[src/rtl/stop_hub_pkg.sv]
package stop_hub_pkg;

  typedef enum logic [2:0] {
    PH_IDLE    = 3'd0,
    PH_COLLECT = 3'd1,
    PH_BCAST   = 3'd2,
    PH_WAIT    = 3'd3,
    PH_IRQ     = 3'd4
  } phase_e;

  typedef enum logic [1:0] {
    SRC_NONE = 2'd0,
    SRC_EXP  = 2'd1,
    SRC_XBAR = 2'd2,
    SRC_PEER = 2'd3
  } src_e;

  // Index of the lowest set bit; 0 when none is set.
  function automatic int unsigned lowest_set(input logic [31:0] v);
    int unsigned r;
    r = 0;
    for (int i = 31; i >= 0; i--) begin
      if (v[i]) r = i;
    end
    return r;
  endfunction

  // Window counter step that never wraps.
  function automatic int unsigned step_sat(input int unsigned c, input int unsigned lim);
    return (c >= lim) ? lim : c + 1;
  endfunction

endpackage

[src/rtl/stop_req_merge.sv]
module stop_req_merge
  import stop_hub_pkg::*;
#(
  parameter int NEXP = 4,
  parameter int NXB  = 4,
  parameter int EW   = 2,
  parameter int IW   = 2
) (
  input  logic              clk,
  input  logic              rst_n,
  input  logic [NEXP-1:0]   exp_req,
  input  logic [NEXP-1:0]   exp_kind,
  input  logic [2*NEXP-1:0] exp_slot,
  input  logic [NXB-1:0]    xb_req,
  input  logic [NXB-1:0]    xb_kind,
  input  logic [NXB*EW-1:0] xb_port,
  input  logic              pin_valid,
  input  logic              pin_kind,
  input  logic [EW-1:0]     pin_exp,
  input  logic [1:0]        pin_slot,
  output logic              any_req,
  output src_e              sel_src,
  output logic [IW-1:0]     sel_idx,
  output logic              sel_kind,
  output logic [EW-1:0]     sel_exp,
  output logic [1:0]        sel_slot,
  output logic [NEXP-1:0]   hit_mask
);

  int unsigned e_first;
  int unsigned x_first;
  logic [EW-1:0] x_port_sel;

  always_comb begin
    e_first    = lowest_set(32'(exp_req));
    x_first    = lowest_set(32'(xb_req));
    x_port_sel = xb_port[x_first*EW +: EW];
  end

  // Expanders named by any request this cycle.
  always_comb begin
    hit_mask = '0;
    for (int i = 0; i < NEXP; i++) begin
      if (exp_req[i]) hit_mask[i] = 1'b1;
    end
    for (int j = 0; j < NXB; j++) begin
      if (xb_req[j] && (int'(xb_port[j*EW +: EW]) < NEXP))
        hit_mask[xb_port[j*EW +: EW]] = 1'b1;
    end
    if (pin_valid && (int'(pin_exp) < NEXP)) hit_mask[pin_exp] = 1'b1;
  end

  // Fixed priority: expanders, then crossbar chips, then the peer.
  always_comb begin
    any_req  = (|exp_req) | (|xb_req) | pin_valid;
    sel_src  = SRC_NONE;
    sel_idx  = '0;
    sel_kind = 1'b0;
    sel_exp  = '0;
    sel_slot = 2'b00;
    if (|exp_req) begin
      sel_src  = SRC_EXP;
      sel_idx  = IW'(e_first);
      sel_kind = exp_kind[e_first];
      sel_exp  = EW'(e_first);
      sel_slot = exp_slot[e_first*2 +: 2];
    end else if (|xb_req) begin
      sel_src  = SRC_XBAR;
      sel_idx  = IW'(x_first);
      sel_kind = xb_kind[x_first];
      sel_exp  = x_port_sel;
      sel_slot = 2'b11;
    end else if (pin_valid) begin
      sel_src  = SRC_PEER;
      sel_kind = pin_kind;
      sel_exp  = pin_exp;
      sel_slot = pin_slot;
    end
  end

  assert_exp_first_R2: assert property (@(posedge clk) disable iff (!rst_n)
    (|exp_req) |-> (sel_src == SRC_EXP) && exp_req[sel_exp]);
  assert_peer_last_R2: assert property (@(posedge clk) disable iff (!rst_n)
    (sel_src == SRC_PEER) |-> pin_valid && !(|xb_req) && !(|exp_req));

endmodule

[src/rtl/stop_ack_track.sv]
module stop_ack_track
  import stop_hub_pkg::*;
#(
  parameter int NRCV = 8,
  parameter int TMO  = 256,
  localparam int CW  = $clog2(TMO + 1)
) (
  input  logic            clk,
  input  logic            rst_n,
  input  logic            arm,
  input  logic            active,
  input  logic [NRCV-1:0] ack,
  output logic            all_done,
  output logic            tmo_hit
);

  logic [NRCV-1:0] seen_q;
  logic [CW-1:0]   cnt_q;
  logic [NRCV-1:0] seen_now;

  assign seen_now = seen_q | ack;
  assign all_done = active && (&seen_now);
  assign tmo_hit  = active && !(&seen_now) && (cnt_q == CW'(TMO - 1));

  always_ff @(posedge clk or negedge rst_n) begin
    if (!rst_n) begin
      seen_q <= '0;
      cnt_q  <= '0;
    end else if (arm) begin
      seen_q <= '0;
      cnt_q  <= '0;
    end else if (active) begin
      seen_q <= seen_now;
      if (!all_done) cnt_q <= CW'(step_sat(int'(cnt_q), TMO));
    end
  end

  assert_window_bound_R6: assert property (@(posedge clk) disable iff (!rst_n)
    active |-> (cnt_q < CW'(TMO)));
  assert_arm_clears_R5: assert property (@(posedge clk) disable iff (!rst_n)
    arm |=> (seen_q == '0) && (cnt_q == '0));

endmodule

[src/rtl/stop_seq.sv]
module stop_seq
  import stop_hub_pkg::*;
#(
  parameter int NEXP = 4,
  parameter int EW   = 2,
  parameter int IW   = 2
) (
  input  logic            clk,
  input  logic            rst_n,
  input  logic            any_req,
  input  src_e            sel_src,
  input  logic [IW-1:0]   sel_idx,
  input  logic            sel_kind,
  input  logic [EW-1:0]   sel_exp,
  input  logic [1:0]      sel_slot,
  input  logic [NEXP-1:0] hit_mask,
  input  logic            all_done,
  input  logic            tmo_hit,
  input  logic            irq_clr,
  output phase_e          phase,
  output src_e            cap_src,
  output logic [IW-1:0]   cap_idx,
  output logic            cap_kind,
  output logic [EW-1:0]   cap_exp,
  output logic [1:0]      cap_slot,
  output logic [NEXP-1:0] accum,
  output logic            late,
  output logic            tmo
);

  always_ff @(posedge clk or negedge rst_n) begin
    if (!rst_n) begin
      phase    <= PH_IDLE;
      cap_src  <= SRC_NONE;
      cap_idx  <= '0;
      cap_kind <= 1'b0;
      cap_exp  <= '0;
      cap_slot <= 2'b00;
      accum    <= '0;
      late     <= 1'b0;
      tmo      <= 1'b0;
    end else begin
      unique case (phase)
        PH_IDLE: begin
          if (any_req) begin
            cap_src  <= sel_src;
            cap_idx  <= sel_idx;
            cap_kind <= sel_kind;
            cap_exp  <= sel_exp;
            cap_slot <= sel_slot;
            accum    <= hit_mask;
            phase    <= PH_COLLECT;
          end
        end
        PH_COLLECT: begin
          accum <= accum | hit_mask;
          phase <= PH_BCAST;
        end
        PH_BCAST: begin
          accum <= accum | hit_mask;
          phase <= PH_WAIT;
        end
        PH_WAIT: begin
          accum <= accum | hit_mask;
          if (any_req) late <= 1'b1;
          if (all_done) begin
            phase <= PH_IRQ;
          end else if (tmo_hit) begin
            phase <= PH_IRQ;
            tmo   <= 1'b1;
          end
        end
        PH_IRQ: begin
          if (irq_clr) begin
            phase    <= PH_IDLE;
            cap_src  <= SRC_NONE;
            cap_idx  <= '0;
            cap_kind <= 1'b0;
            cap_exp  <= '0;
            cap_slot <= 2'b00;
            accum    <= '0;
            late     <= 1'b0;
            tmo      <= 1'b0;
          end else begin
            accum <= accum | hit_mask;
            if (any_req) late <= 1'b1;
          end
        end
        default: phase <= PH_IDLE;
      endcase
    end
  end

  assert_origin_held_R8: assert property (@(posedge clk) disable iff (!rst_n)
    (phase != PH_IDLE) && ($past(phase) != PH_IDLE) |->
      $stable(cap_src) && $stable(cap_idx));
  assert_accum_grows_R8: assert property (@(posedge clk) disable iff (!rst_n)
    (phase != PH_IDLE) && ($past(phase) != PH_IDLE) |->
      ((accum & $past(accum)) == $past(accum)));
  assert_idle_quiet_R1: assert property (@(posedge clk) disable iff (!rst_n)
    (phase == PH_IDLE) |-> !late && !tmo && (accum == '0));

endmodule

[src/rtl/stop_hub.sv]
module stop_hub
  import stop_hub_pkg::*;
#(
  parameter int NEXP    = 4,
  parameter int NXB     = 4,
  parameter int ACK_TMO = 256,
  localparam int EW     = (NEXP > 1) ? $clog2(NEXP) : 1,
  localparam int MAXN   = (NEXP > NXB) ? NEXP : NXB,
  localparam int IW     = (MAXN > 1) ? $clog2(MAXN) : 1,
  localparam int NRCV   = NEXP + NXB
) (
  input  logic              clk,
  input  logic              rst_n,
  input  logic [NEXP-1:0]   exp_req,
  input  logic [NEXP-1:0]   exp_kind,
  input  logic [2*NEXP-1:0] exp_slot,
  input  logic [NXB-1:0]    xb_req,
  input  logic [NXB-1:0]    xb_kind,
  input  logic [NXB*EW-1:0] xb_port,
  input  logic              pin_valid,
  input  logic              pin_kind,
  input  logic [EW-1:0]     pin_exp,
  input  logic [1:0]        pin_slot,
  output logic              pout_valid,
  output logic              pout_kind,
  output logic [EW-1:0]     pout_exp,
  output logic [1:0]        pout_slot,
  output logic              dmd_valid,
  output logic              dmd_kind,
  output logic [EW-1:0]     dmd_exp,
  output logic [1:0]        dmd_slot,
  input  logic [NRCV-1:0]   rcv_ack,
  output logic              irq,
  input  logic              irq_clr,
  output logic [1:0]        origin_src,
  output logic [IW-1:0]     origin_idx,
  output logic [NEXP-1:0]   accum_exp,
  output logic              late_flag,
  output logic              tmo_flag
);

  // Named internal events
  logic            any_req;
  src_e            sel_src;
  logic [IW-1:0]   sel_idx;
  logic            sel_kind;
  logic [EW-1:0]   sel_exp;
  logic [1:0]      sel_slot;
  logic [NEXP-1:0] hit_mask;
  logic            all_done;
  logic            tmo_hit;
  phase_e          phase;
  src_e            cap_src;
  logic            ack_arm;
  logic            ack_active;

  stop_req_merge #(.NEXP(NEXP), .NXB(NXB), .EW(EW), .IW(IW)) u_merge (
    .clk(clk), .rst_n(rst_n),
    .exp_req(exp_req), .exp_kind(exp_kind), .exp_slot(exp_slot),
    .xb_req(xb_req), .xb_kind(xb_kind), .xb_port(xb_port),
    .pin_valid(pin_valid), .pin_kind(pin_kind), .pin_exp(pin_exp), .pin_slot(pin_slot),
    .any_req(any_req), .sel_src(sel_src), .sel_idx(sel_idx), .sel_kind(sel_kind),
    .sel_exp(sel_exp), .sel_slot(sel_slot), .hit_mask(hit_mask)
  );

  stop_seq #(.NEXP(NEXP), .EW(EW), .IW(IW)) u_seq (
    .clk(clk), .rst_n(rst_n),
    .any_req(any_req), .sel_src(sel_src), .sel_idx(sel_idx), .sel_kind(sel_kind),
    .sel_exp(sel_exp), .sel_slot(sel_slot), .hit_mask(hit_mask),
    .all_done(all_done), .tmo_hit(tmo_hit), .irq_clr(irq_clr),
    .phase(phase), .cap_src(cap_src), .cap_idx(origin_idx), .cap_kind(dmd_kind),
    .cap_exp(dmd_exp), .cap_slot(dmd_slot), .accum(accum_exp),
    .late(late_flag), .tmo(tmo_flag)
  );

  assign ack_arm    = (phase == PH_BCAST);
  assign ack_active = (phase == PH_WAIT);

  stop_ack_track #(.NRCV(NRCV), .TMO(ACK_TMO)) u_ack (
    .clk(clk), .rst_n(rst_n), .arm(ack_arm), .active(ack_active),
    .ack(rcv_ack), .all_done(all_done), .tmo_hit(tmo_hit)
  );

  assign origin_src = cap_src;
  assign pout_valid = (phase == PH_COLLECT) && (cap_src != SRC_PEER);
  assign pout_kind  = dmd_kind;
  assign pout_exp   = dmd_exp;
  assign pout_slot  = dmd_slot;
  assign dmd_valid  = (phase == PH_BCAST);
  assign irq        = (phase == PH_IRQ);

  assert_peer_no_echo_R3: assert property (@(posedge clk) disable iff (!rst_n)
    pout_valid |-> (origin_src != 2'd3) && (origin_src != 2'd0));
  assert_peer_single_R3: assert property (@(posedge clk) disable iff (!rst_n)
    pout_valid |=> !pout_valid);
  assert_demand_single_R4: assert property (@(posedge clk) disable iff (!rst_n)
    dmd_valid |=> !dmd_valid && !irq);
  assert_demand_before_late_R9: assert property (@(posedge clk) disable iff (!rst_n)
    dmd_valid |-> !late_flag);
  assert_tmo_implies_irq_R6: assert property (@(posedge clk) disable iff (!rst_n)
    tmo_flag |-> irq);
  assert_irq_hold_R7: assert property (@(posedge clk) disable iff (!rst_n)
    irq && !irq_clr |=> irq);
  assert_irq_drop_R7: assert property (@(posedge clk) disable iff (!rst_n)
    irq && irq_clr |=> !irq && !tmo_flag && (accum_exp == '0));
  assert_irq_needs_ack_R5: assert property (@(posedge clk) disable iff (!rst_n)
    $rose(irq) |-> tmo_flag || $past(all_done));

endmodule

[config.mk]
export PLATFORM = sky130hd
export DESIGN_NAME = stop_hub
export DESIGN_NICKNAME = d
export VERILOG_FILES = /design/src/rtl/stop_hub_pkg.sv /design/src/rtl/stop_req_merge.sv /design/src/rtl/stop_ack_track.sv /design/src/rtl/stop_seq.sv /design/src/rtl/stop_hub.sv
export SDC_FILE = /design/constraint.sdc
export NUM_CORES = 1
export LEC_CHECK = 0
export BUFFER_PORTS_ARGS = -buffer_cell sky130_fd_sc_hd__buf_2
export CAP_MARGIN = 20
export CORE_ASPECT_RATIO = 2
export CORE_UTILIZATION = 40
export CTS_CLUSTER_SIZE = 8
export DETAILED_ROUTE_END_ITERATION = 12
export PLACE_DENSITY = 0.73
export SLEW_MARGIN = 25
export SYNTH_ARGS = -nofsm -noshare
export SYNTH_HDL_FRONTEND = slang
export SYNTH_SLANG_ARGS = --single-unit
export TNS_END_PERCENT = 100
[constraint.sdc]
create_clock -name clk -period 2.6 [get_ports clk]
set_clock_uncertainty 0.2 [all_clocks]
set_input_delay 0.26 -clock clk [delete_from_list [all_inputs] [get_ports clk]]
set_output_delay 0.26 -clock clk [all_outputs]
set_load 0.005 [all_outputs]
==> results of run 1 <==
cells in the final DEF (no fill, tap or decap), drive strengths merged, types with 3 or more instances in the layout:
| cell | synthesis | layout |
|---|---|---|
| dfrtp | 35 | 35 |
| a22o | 3 | 3 |
| nor3 | 5 | 5 |
| ha | 3 | 3 |
| mux2i | 4 | 4 |
| or3 | 3 | 3 |
| nand2b | 4 | 4 |
| o2bb2ai | 4 | 4 |
| o31ai | 3 | 3 |
| a21oi | 21 | 21 |
| nand4 | 3 | 3 |
| or4 | 4 | 4 |
| a221oi | 3 | 3 |
| a32o | 4 | 4 |
| nor2 | 15 | 15 |
| nor3b | 6 | 6 |
| nand3 | 11 | 11 |
| o21ai | 5 | 5 |
| nor2b | 8 | 8 |
| clkbuf | 11 | 5 |
| o211ai | 4 | 4 |
| nand2 | 20 | 20 |
| inv | 14 | 14 |
| o22ai | 6 | 6 |
| nand3b | 3 | 3 |
| buf | 10 | 77 |
| nor4 | 5 | 5 |
| a31oi | 10 | 10 |
final cells by class:
type | instances | area, sq um | share of cell area (%)
Clock inverter | 3 | 43.8 | 1.57
Sequential cell | 35 | 876 | 31.4
Timing Repair Buffer | 78 | 410 | 14.7
Inverter | 14 | 52.6 | 1.88
Multi-Input combinational cell | 186 | 1260 | 45.3
Clock buffer | 5 | 68.8 | 2.47
Tap cell | 60 | 75.1 | 2.69
per-stage QoR:
step,utilization (%),power [mW],hold slack [ps]
6_report,51.0,2.51,9.18
5_1_grt,51.0,2.69,13.5
4_1_cts,51.0,2.52,4.30
3_5_place_dp,48.8,2.02,172
3_3_place_gp,48.8,1.99,169
2_1_floorplan,-,1.63,-236
worst max-delay path: cells and delay by family, from the launching register on:
kind,cells,cell delay (ps)
fa+ha+maj,2,410
simple gates,4,820
compound gates,1,190
flops,1,400
report_power, final:
group	internal, mW	leakage, nW	switching [mW]	total (mW)
combinational	0.480	0.765	0.617	1.10
sequential	0.751	0.429	0.169	0.919
clock	0.285	0.0581	0.206	0.491
total	1.52	1.25	0.992	2.51
cells by family after synthesis:
logic type               count (synthesis)
buffers and inverters                   35
multiplexers                             5
AO/OA/AOI/OAI                           87
AND/OR/NAND/NOR                         91
adder cells (fa/ha/maj)                  3
flip-flops                              35
state kept, by name, indices dropped and copies added, names as in the netlist:
register / flops
u_ack.cnt_q: 9
u_ack.seen_q: 8
u_seq.accum: 4
u_seq.cap_exp: 2
u_seq.cap_idx: 2
u_seq.cap_kind: 1
u_seq.cap_slot: 2
u_seq.cap_src: 2
u_seq.late: 1
u_seq.phase: 3
u_seq.tmo: 1
worst max-delay path by stage:
| stage | end | slack, ps | depth (start not counted) |
|---|---|---|---|
| 3_3_place_gp | u_seq.cap_src[1]$_DFFE_PN0P_ | 540 | 5 |
| 6_report | u_seq.phase[1]$_DFFE_PN0P_ | 510 | 7 |
| 5_1_grt | u_seq.phase[1]$_DFFE_PN0P_ | 440 | 7 |
| 4_1_cts | u_seq.phase[1]$_DFFE_PN0P_ | 520 | 7 |
| 2_1_floorplan | u_seq.phase[2]$_DFFE_PN0P_ | 680 | 7 |
| 3_5_place_dp | u_seq.cap_src[1]$_DFFE_PN0P_ | 480 | 5 |
synth_stat cells, types with 2 or more instances:
| cell type | number |
|---|---|
| nand2b_1 | 4 |
| o31a_1 | 2 |
| a21o_1 | 2 |
| a2bb2oi_1 | 2 |
| o311a_1 | 2 |
| nor4_1 | 2 |
| o22ai_1 | 6 |
| o2111ai_1 | 2 |
| ha_1 | 3 |
| o211ai_1 | 3 |
| o2bb2ai_1 | 4 |
| dfrtp_1 | 35 |
| inv_1 | 14 |
| clkbuf_1 | 11 |
| nand3_1 | 10 |
| buf_4 | 5 |
| o21ai_0 | 5 |
| a221oi_1 | 3 |
| nor2b_1 | 8 |
| or4_1 | 3 |
| nor3_1 | 4 |
| nor3b_1 | 5 |
| a31oi_1 | 10 |
| nor4_4 | 2 |
| nor2_1 | 15 |
| a32o_2 | 3 |
| a22o_1 | 3 |
| nand4_1 | 3 |
| or3_1 | 3 |
| mux2i_1 | 4 |
| o31ai_1 | 3 |
| a21oi_1 | 21 |
| o21a_1 | 2 |
| buf_2 | 4 |
| nand2_1 | 20 |
| nand3b_1 | 3 |
routing by layer:
metal | up-vias | GRT usage (%) | routed length, microns
li1 | 1088 | - | -
met4 | 0 | 12.9 | 326
met2 | 83 | 45.7 | 3810
met5 | - | 0 | 0
met1 | 1130 | 20.8 | 2290
met3 | 25 | 2.61 | 215
==> out/qor.csv, run 1 <==
stage;metric;value;unit
synthesis;Synth Area in Simple Gates;23.2;%
setup_path;R2R Path End;u_seq.phase[1]$_DFFE_PN0P_;
synthesis;Post-Syn Area;0.00230;sq mm
die;# rows;38;
clock_network;clk root buf;clkbuf_8;
die;floorplan core area;0.00547;sq mm
placed_design;Port Buffers;71;
pwr;peak supply drop;0.658;mV
clock_network;Worst-path clk slew;80;ps
clock_network;Skew-Pair Late Insertion Delay;290;ps
pwr;leakage power;1.25;nW
global_routing;GRT Resource Usage Total;22.5;%
worst_hold_path;Hold Path End;u_seq.phase[2]$_DFFE_PN0P_;
clock_network;CTS tree;built;
setup_path;critical path's slowest cell;or3_1;
setup_path;Crit path arrival time;2100;ps
setup_path;crit path launch type;register;
setup_path;Worst Setup End Kind;register;
timing;endpoints failing setup;0;
clock_network;Post-CTS Setup Inserts;0;
timing;Setup WS post-layout;515;ps
synthesis;EDFF count, synth;0;
route;via count;2326;
synthesis;share of cell area taken by muxes after synthesis;2.39;%
route;final WL;6640;microns
route;vias per inst;6.10;
timing;fin crit period;2090;ps
synthesis;Synthesized Nets;308;
synthesis;Post-Synth XOR/XNOR Area;0;%
route;post-route ant nets;0;
setup_path;Crit Path Category;register to register;
finish;Final #Nets;372;
placed_design;worst slack at placement;482;ps
finish;layout cells sized above 1;30.8;%
status;outcome;complete, no violations;
placed_design;dpl cell area;0.00267;sq mm
finish;fillers;515;
clock_network;post_cts resized;0;
finish;design area;0.00279;sq mm
synthesis;Seq/Total Area, Yosys;38.1;%
synthesis;Synth Area in Adders;1.63;%
setup_path;Worst Path Required;2610;ps
timing;final hold violation count;0;
setup_path;Worst Path Max Fanout;3;
synthesis;synthesized instance count;256;
setup_path;R2R Setup Slk;510;ps
job;# Max-Cap Violations;0;
die;# IOs;72;
setup_path;worst setup path startpoint;u_ack.cnt_q[0]$_DFFE_PN0P_;
placed_design;DP Wirelength;5280;microns
route;Initial DRC Count;133;
global_routing;GRT overflow;0;
pwr;Power Density;899;mW/mm^2
finish;area grow syn2layout;21.2;%
synthesis;synth top area cells;dfrtp_1 38%, a21oi_1 4.6%, nand2_1 3.3%;
synthesis;Post-synth ARST share;100;%
setup_path;r2r worst-path depth;7;
worst_hold_path;Hold Crit Depth;2;
timing;Final Max Slew Viols;0;
die;DIE AREA;0.00608;sq mm
synthesis;average cell area after synthesis;8.99;sq um
clock_network;cts bufs inserted;5;
placed_design;routability cong.;0.936;
timing;Rel. slew slack;49.2;%
worst_hold_path;hold wc startpoint;irq_clr;
synthesis;post-synth top area share;38.1;%
synthesis;Yosys reg bits;35;
timing;fmax;0.480;GHz
finish;Antenna Cells;0;
die;Initial Util;42.1;%
clock_network;hold bufs inserted after CTS;1;
setup_path;FF-to-FF Start;u_ack.cnt_q[0]$_DFFE_PN0P_;
global_routing;first-pass GRT wire length;10800;microns
timing;RSZ-0062 raised after global routing;no;
timing;setup TNS;0;ps
timing;Tightest Pin Transition;762;ps
synthesis;ys flop type;dfrtp_1;
synthesis;Yosys cell types;61;
synthesis;largest family of logic cells by synthesized area;compound AO/OA/AOI/OAI gates;
global_routing;initial antenna violation count;0;
global_routing;largest net degree at the start of global routing;36;
placed_design;cell count after placement;372;
global_routing;number of global-route vias before repair;2306;
synthesis;Synth warnings;0;
synthesis;Yosys top cell by area;dfrtp_1;
finish;final std cells w/o fill;381;
timing;period utilisation layout;80.2;%
route;DRC;0;
clock_network;H-Tree Depth;2;
clock_network;clock sink total;35;
die;Die H;109;microns
die;Die Width;55.6;microns
route;DR pass1 iterations;4;
setup_path;max incr delay on CP;420;ps
setup_path;most used cell, CP;ha_1;
clock_network;Clock Path Buffers;2;
worst_hold_path;Hold Crit Class;input port to register;
synthesis;compound-cell area share of the yosys netlist;27.6;%
route;DR WL/cell;17.4;microns
setup_path;crit path cell chain;ha_1 -> and3_1 -> nand3_1 -> nor2_1 -> ha_1 -> or3_1 -> a31oi_1;
No activity file was read; power rests on OpenSTA's default activity.
==> inputs of run 2 (changes only) <==
--- a/config.mk
+++ b/config.mk
@@ -5,13 +5,14 @@
 export SDC_FILE = /design/constraint.sdc
 export NUM_CORES = 1
 export LEC_CHECK = 0
+export ABC_AREA = 1
 export BUFFER_PORTS_ARGS = -buffer_cell sky130_fd_sc_hd__buf_2
 export CAP_MARGIN = 20
 export CORE_ASPECT_RATIO = 2
 export CORE_UTILIZATION = 40
 export CTS_CLUSTER_SIZE = 8
 export DETAILED_ROUTE_END_ITERATION = 12
-export PLACE_DENSITY = 0.73
+export PLACE_DENSITY = 0.75
 export SLEW_MARGIN = 25
 export SYNTH_ARGS = -nofsm -noshare
 export SYNTH_HDL_FRONTEND = slang
==> constraint.sdc (replaced) <==
create_clock -name clk -period 1.9 [get_ports clk]
set_clock_uncertainty 0.2 [all_clocks]
set_input_delay 0.19 -clock clk [delete_from_list [all_inputs] [get_ports clk]]
set_output_delay 0.19 -clock clk [all_outputs]
set_load 0.005 [all_outputs]
==> out/qor.csv, run 2 <==
stage;metric;value;unit;change
finish;design area;0.00303;sq mm;was 0.00279 sq mm
clock_network;clk root buf;clkbuf_16;;was clkbuf_8
synthesis;Post-Syn Area;0.00238;sq mm;was 0.00230 sq mm
route;final WL;6510;microns;was 6640 microns
setup_path;Worst Setup End Kind;register;;unchanged
clock_network;H-Tree Depth;2;;unchanged
global_routing;largest net degree at the start of global routing;36;;unchanged
die;Initial Util;41.7;%;was 42.1%
clock_network;Clock Path Buffers;2;;unchanged
timing;Rel. slew slack;48.8;%;was 49.2%
die;# IOs;72;;unchanged
placed_design;routability cong.;0.867;;was 0.936
setup_path;crit path cell chain;ha_2 -> nand2_2 -> inv_2 -> nand2_4 -> nor2_4 -> nand3_2 -> nor2_2 -> ha_2 -> nand2_2 -> nand3_2 -> nand2_1 -> nor2_1;;was ha_1 -> and3_1 -> nand3_1 -> nor2_1 -> ha_1 -> or3_1 -> a31oi_1
global_routing;GRT Resource Usage Total;21.4;%;was 22.5%
global_routing;GRT overflow;0;;unchanged
finish;area grow syn2layout;27.2;%;was 21.2%
synthesis;most common library cells after synthesis;79 x nand2_1, 49 x nand3_1, 35 x dfrtp_1, 32 x inv_1, 29 x nor2_1;;was 35 x dfrtp_1, 21 x a21oi_1, 20 x nand2_1, 15 x nor2_1, 14 x inv_1
global_routing;number of global-route vias before repair;2477;;was 2,306
global_routing;first-pass GRT wire length;10600;microns;was 10,800 microns
worst_hold_path;Hold Crit Depth;3;;was 2
pwr;peak supply drop;1.11;mV;was 0.658 mV
placed_design;worst slack at placement;48.9;ps;was 482 ps
finish;commonest non-fill, non-tap cell in the layout;nand2_1;;was buf_2
setup_path;Crit Path Category;register to register;;unchanged
die;Die Width;56.6;microns;was 55.6 microns
synthesis;post-synth top area share;36.8;%;was 38.1%
synthesis;EDFF count, synth;0;;unchanged
finish;Antenna Cells;0;;unchanged
placed_design;DP Wirelength;5040;microns;was 5280 microns
setup_path;r2r worst-path depth;12;;was 7
setup_path;family with the most delay on the worst path;simple AND/OR/NAND/NOR gates;;unchanged
route;DR pass1 iterations;4;;unchanged
clock_network;clock sink total;35;;unchanged
route;DR WL/cell;13.8;microns;was 17.4 microns
route;DRC;0;;unchanged
setup_path;Worst Path Max Fanout;3;;unchanged
finish;Largest regs;u_ack.cnt_q (9), u_ack.seen_q (8), u_seq.accum (4);;unchanged
synthesis;ys flop type;dfrtp_1;;unchanged
timing;Hold WS;-8.76;ps;was 9.18 ps
setup_path;Buffers & Inverters on Critical Path;1;;was 0
finish;commonest cells after routing, fill and taps aside;75 x nand2_1, 71 x buf_2, 47 x nand3_1;;was 71 x buf_2, 35 x dfrtp_1, 21 x a21oi_1
finish;layout cells sized above 1;33.4;%;was 30.8%
status;outcome;finished with violations;;was complete, no violations
clock_network;Skew-Pair Late Insertion Delay;280;ps;was 290 ps
route;vias per inst;5.30;;was 6.10
timing;RSZ-0062 raised after global routing;yes;;was no
global_routing;initial antenna violation count;0;;unchanged
synthesis;Yosys cell types;28;;was 61
die;Die H;111;microns;was 109 microns
synthesis;synthesized instance count;328;;was 256
pwr;leakage power;1.63;nW;was 1.25 nW
setup_path;stages on the worst setup path;12;;was 7
synthesis;Synth warnings;0;;unchanged
pwr;Power Density;1130;mW/mm^2;was 899 mW/mm^2
setup_path;Crit path arrival time;1900;ps;was 2100 ps
die;floorplan core area;0.00571;sq mm;was 0.00547 sq mm
setup_path;max incr delay on CP;380;ps;was 420 ps
status;failing checks;hold timing;;
job;# Max-Cap Violations;0;;unchanged
synthesis;synth top area cells;dfrtp_1 37%, nand2_1 12%, nand3_1 10%;;was dfrtp_1 38%, a21oi_1 4.6%, nand2_1 3.3%
timing;Setup WS post-layout;9.65;ps;was 515 ps
die;DIE AREA;0.00628;sq mm;was 0.00608 sq mm
route;via count;2496;;was 2,326
clock_network;cts bufs inserted;5;;unchanged
route;Initial DRC Count;97;;was 133
timing;Final Max Slew Viols;0;;unchanged
route;post-route ant nets;0;;unchanged
clock_network;Worst-path clk slew;50;ps;was 80 ps
timing;final hold violation count;2;;was 0
die;# rows;39;;was 38
clock_network;CTS tree;built;;unchanged
setup_path;crit path launch type;register;;unchanged
timing;fmax;0.529;GHz;was 0.480 GHz
finish;max reg flops;9;;unchanged
timing;period utilisation layout;99.5;%;was 80.2%
worst_hold_path;Hold Crit Class;input port to register;;unchanged
finish;Biggest register;u_ack.cnt_q;;unchanged
finish;Final #Nets;462;;was 372
placed_design;dpl cell area;0.00276;sq mm;was 0.00267 sq mm
timing;endpoints failing setup;0;;unchanged
timing;fin crit period;1890;ps;was 2090 ps
setup_path;critical path's slowest cell;dfrtp_1;;was or3_1
synthesis;Yosys reg bits;35;;unchanged
synthesis;Synthesized Nets;380;;was 308
synthesis;Seq/Total Area, Yosys;36.8;%;was 38.1%
timing;Tightest Pin Transition;768;ps;was 762 ps
synthesis;Post-synth ARST share;100;%;unchanged
placed_design;Port Buffers;71;;unchanged
synthesis;count leader, synth;nand2_1;;was dfrtp_1
synthesis;Yosys top cell by area;dfrtp_1;;unchanged
synthesis;average cell area after synthesis;7.26;sq um;was 8.99 sq um
setup_path;Worst Path Required;1910;ps;was 2610 ps
-- run 2: cell families (layout without fill, tap and decap cells) --
logic type	after synthesis	after routing	share of synthesized area, %
AND/OR/NAND/NOR	197	197	42.4
buffers and inverters	52	134	9.83
AO/OA/AOI/OAI	39	39	8.67
flip-flops	35	35	36.8
adder cells (fa/ha/maj)	3	3	1.58
XOR/XNOR	2	2	0.736
-- run 2: final timing paths --
kind | from | end | slack (ps)
min in group asynchronous | rst_n | u_ack.seen_q[7]$_DFFE_PN0P_ | 320
max reg2reg | u_ack.cnt_q[1]$_DFFE_PN0P_ | u_seq.phase[2]$_DFFE_PN0P_ | 10
min reg2reg | u_seq.cap_idx[0]$_DFFE_PN0P_ | u_seq.cap_idx[0]$_DFFE_PN0P_ | 310
max | u_ack.cnt_q[1]$_DFFE_PN0P_ | u_seq.phase[2]$_DFFE_PN0P_ | 10
max in group asynchronous | rst_n | u_seq.accum[0]$_DFFE_PN0P_ | 690
min | rcv_ack[5] | u_ack.seen_q[5]$_DFFE_PN0P_ | -9
-- run 2: layout make-up --
class / instances / area, sq um
clock buffers: 6 / 139
clock inverters: 1 / 5.00
fillers: 553 / 2680
inverters: 45 / 169
multi-input cells: 241 / 1310
flip-flops and latches: 35 / 876
well taps: 61 / 76.3
repair buffers: 82 / 453
-- run 2: per-layer routing --
metal | GRT usage (%) | vias to the layer above | routed length, microns
li1 | - | 1230 | -
met1 | 19.7 | 1155 | 2210
met2 | 42.6 | 95 | 3770
met3 | 4.20 | 16 | 322
met4 | 9.27 | 0 | 208
met5 | 0 | - | 0
-- run 2: timing repair --
| item | in CTS | in global routing |
|---|---|---|
| buffers inserted | 0 | 4 |
| endpoints found under the hold margin | 40 | 0 |
| endpoints found under the setup margin | 1 | 9 |
| pin swaps | 0 | 9 |
| gates resized for setup | 1 | 12 |
| hold buffers | 6 | 0 |
-- run 2: power breakdown --
group	switching, mW	internal [mW]	total (mW)
registers	0.192	0.985	1.18
logic	0.901	0.545	1.45
clock network	0.290	0.511	0.800
-- run 2: through the flow --
stage | setup TNS [ps] | total power, mW | utilization, % | cells
global route | -368 | 3.67 | 53.1 | 471
global placement | 0 | 2.55 | 48.3 | 454
floorplan | 0 | 2.19 | - | 328
detailed placement | 0 | 2.61 | 48.3 | 454
CTS | 0 | 3.43 | 51.9 | 467
finish | 0 | 3.42 | 53.1 | 471
-- run 2: worst register-to-register path: cells and delay by family (launching register included) --
family | cells | cell delay, ps
simple gates | 9 | 790
fa+ha+maj | 2 | 380
flops | 1 | 380
buf+inv | 1 | 70
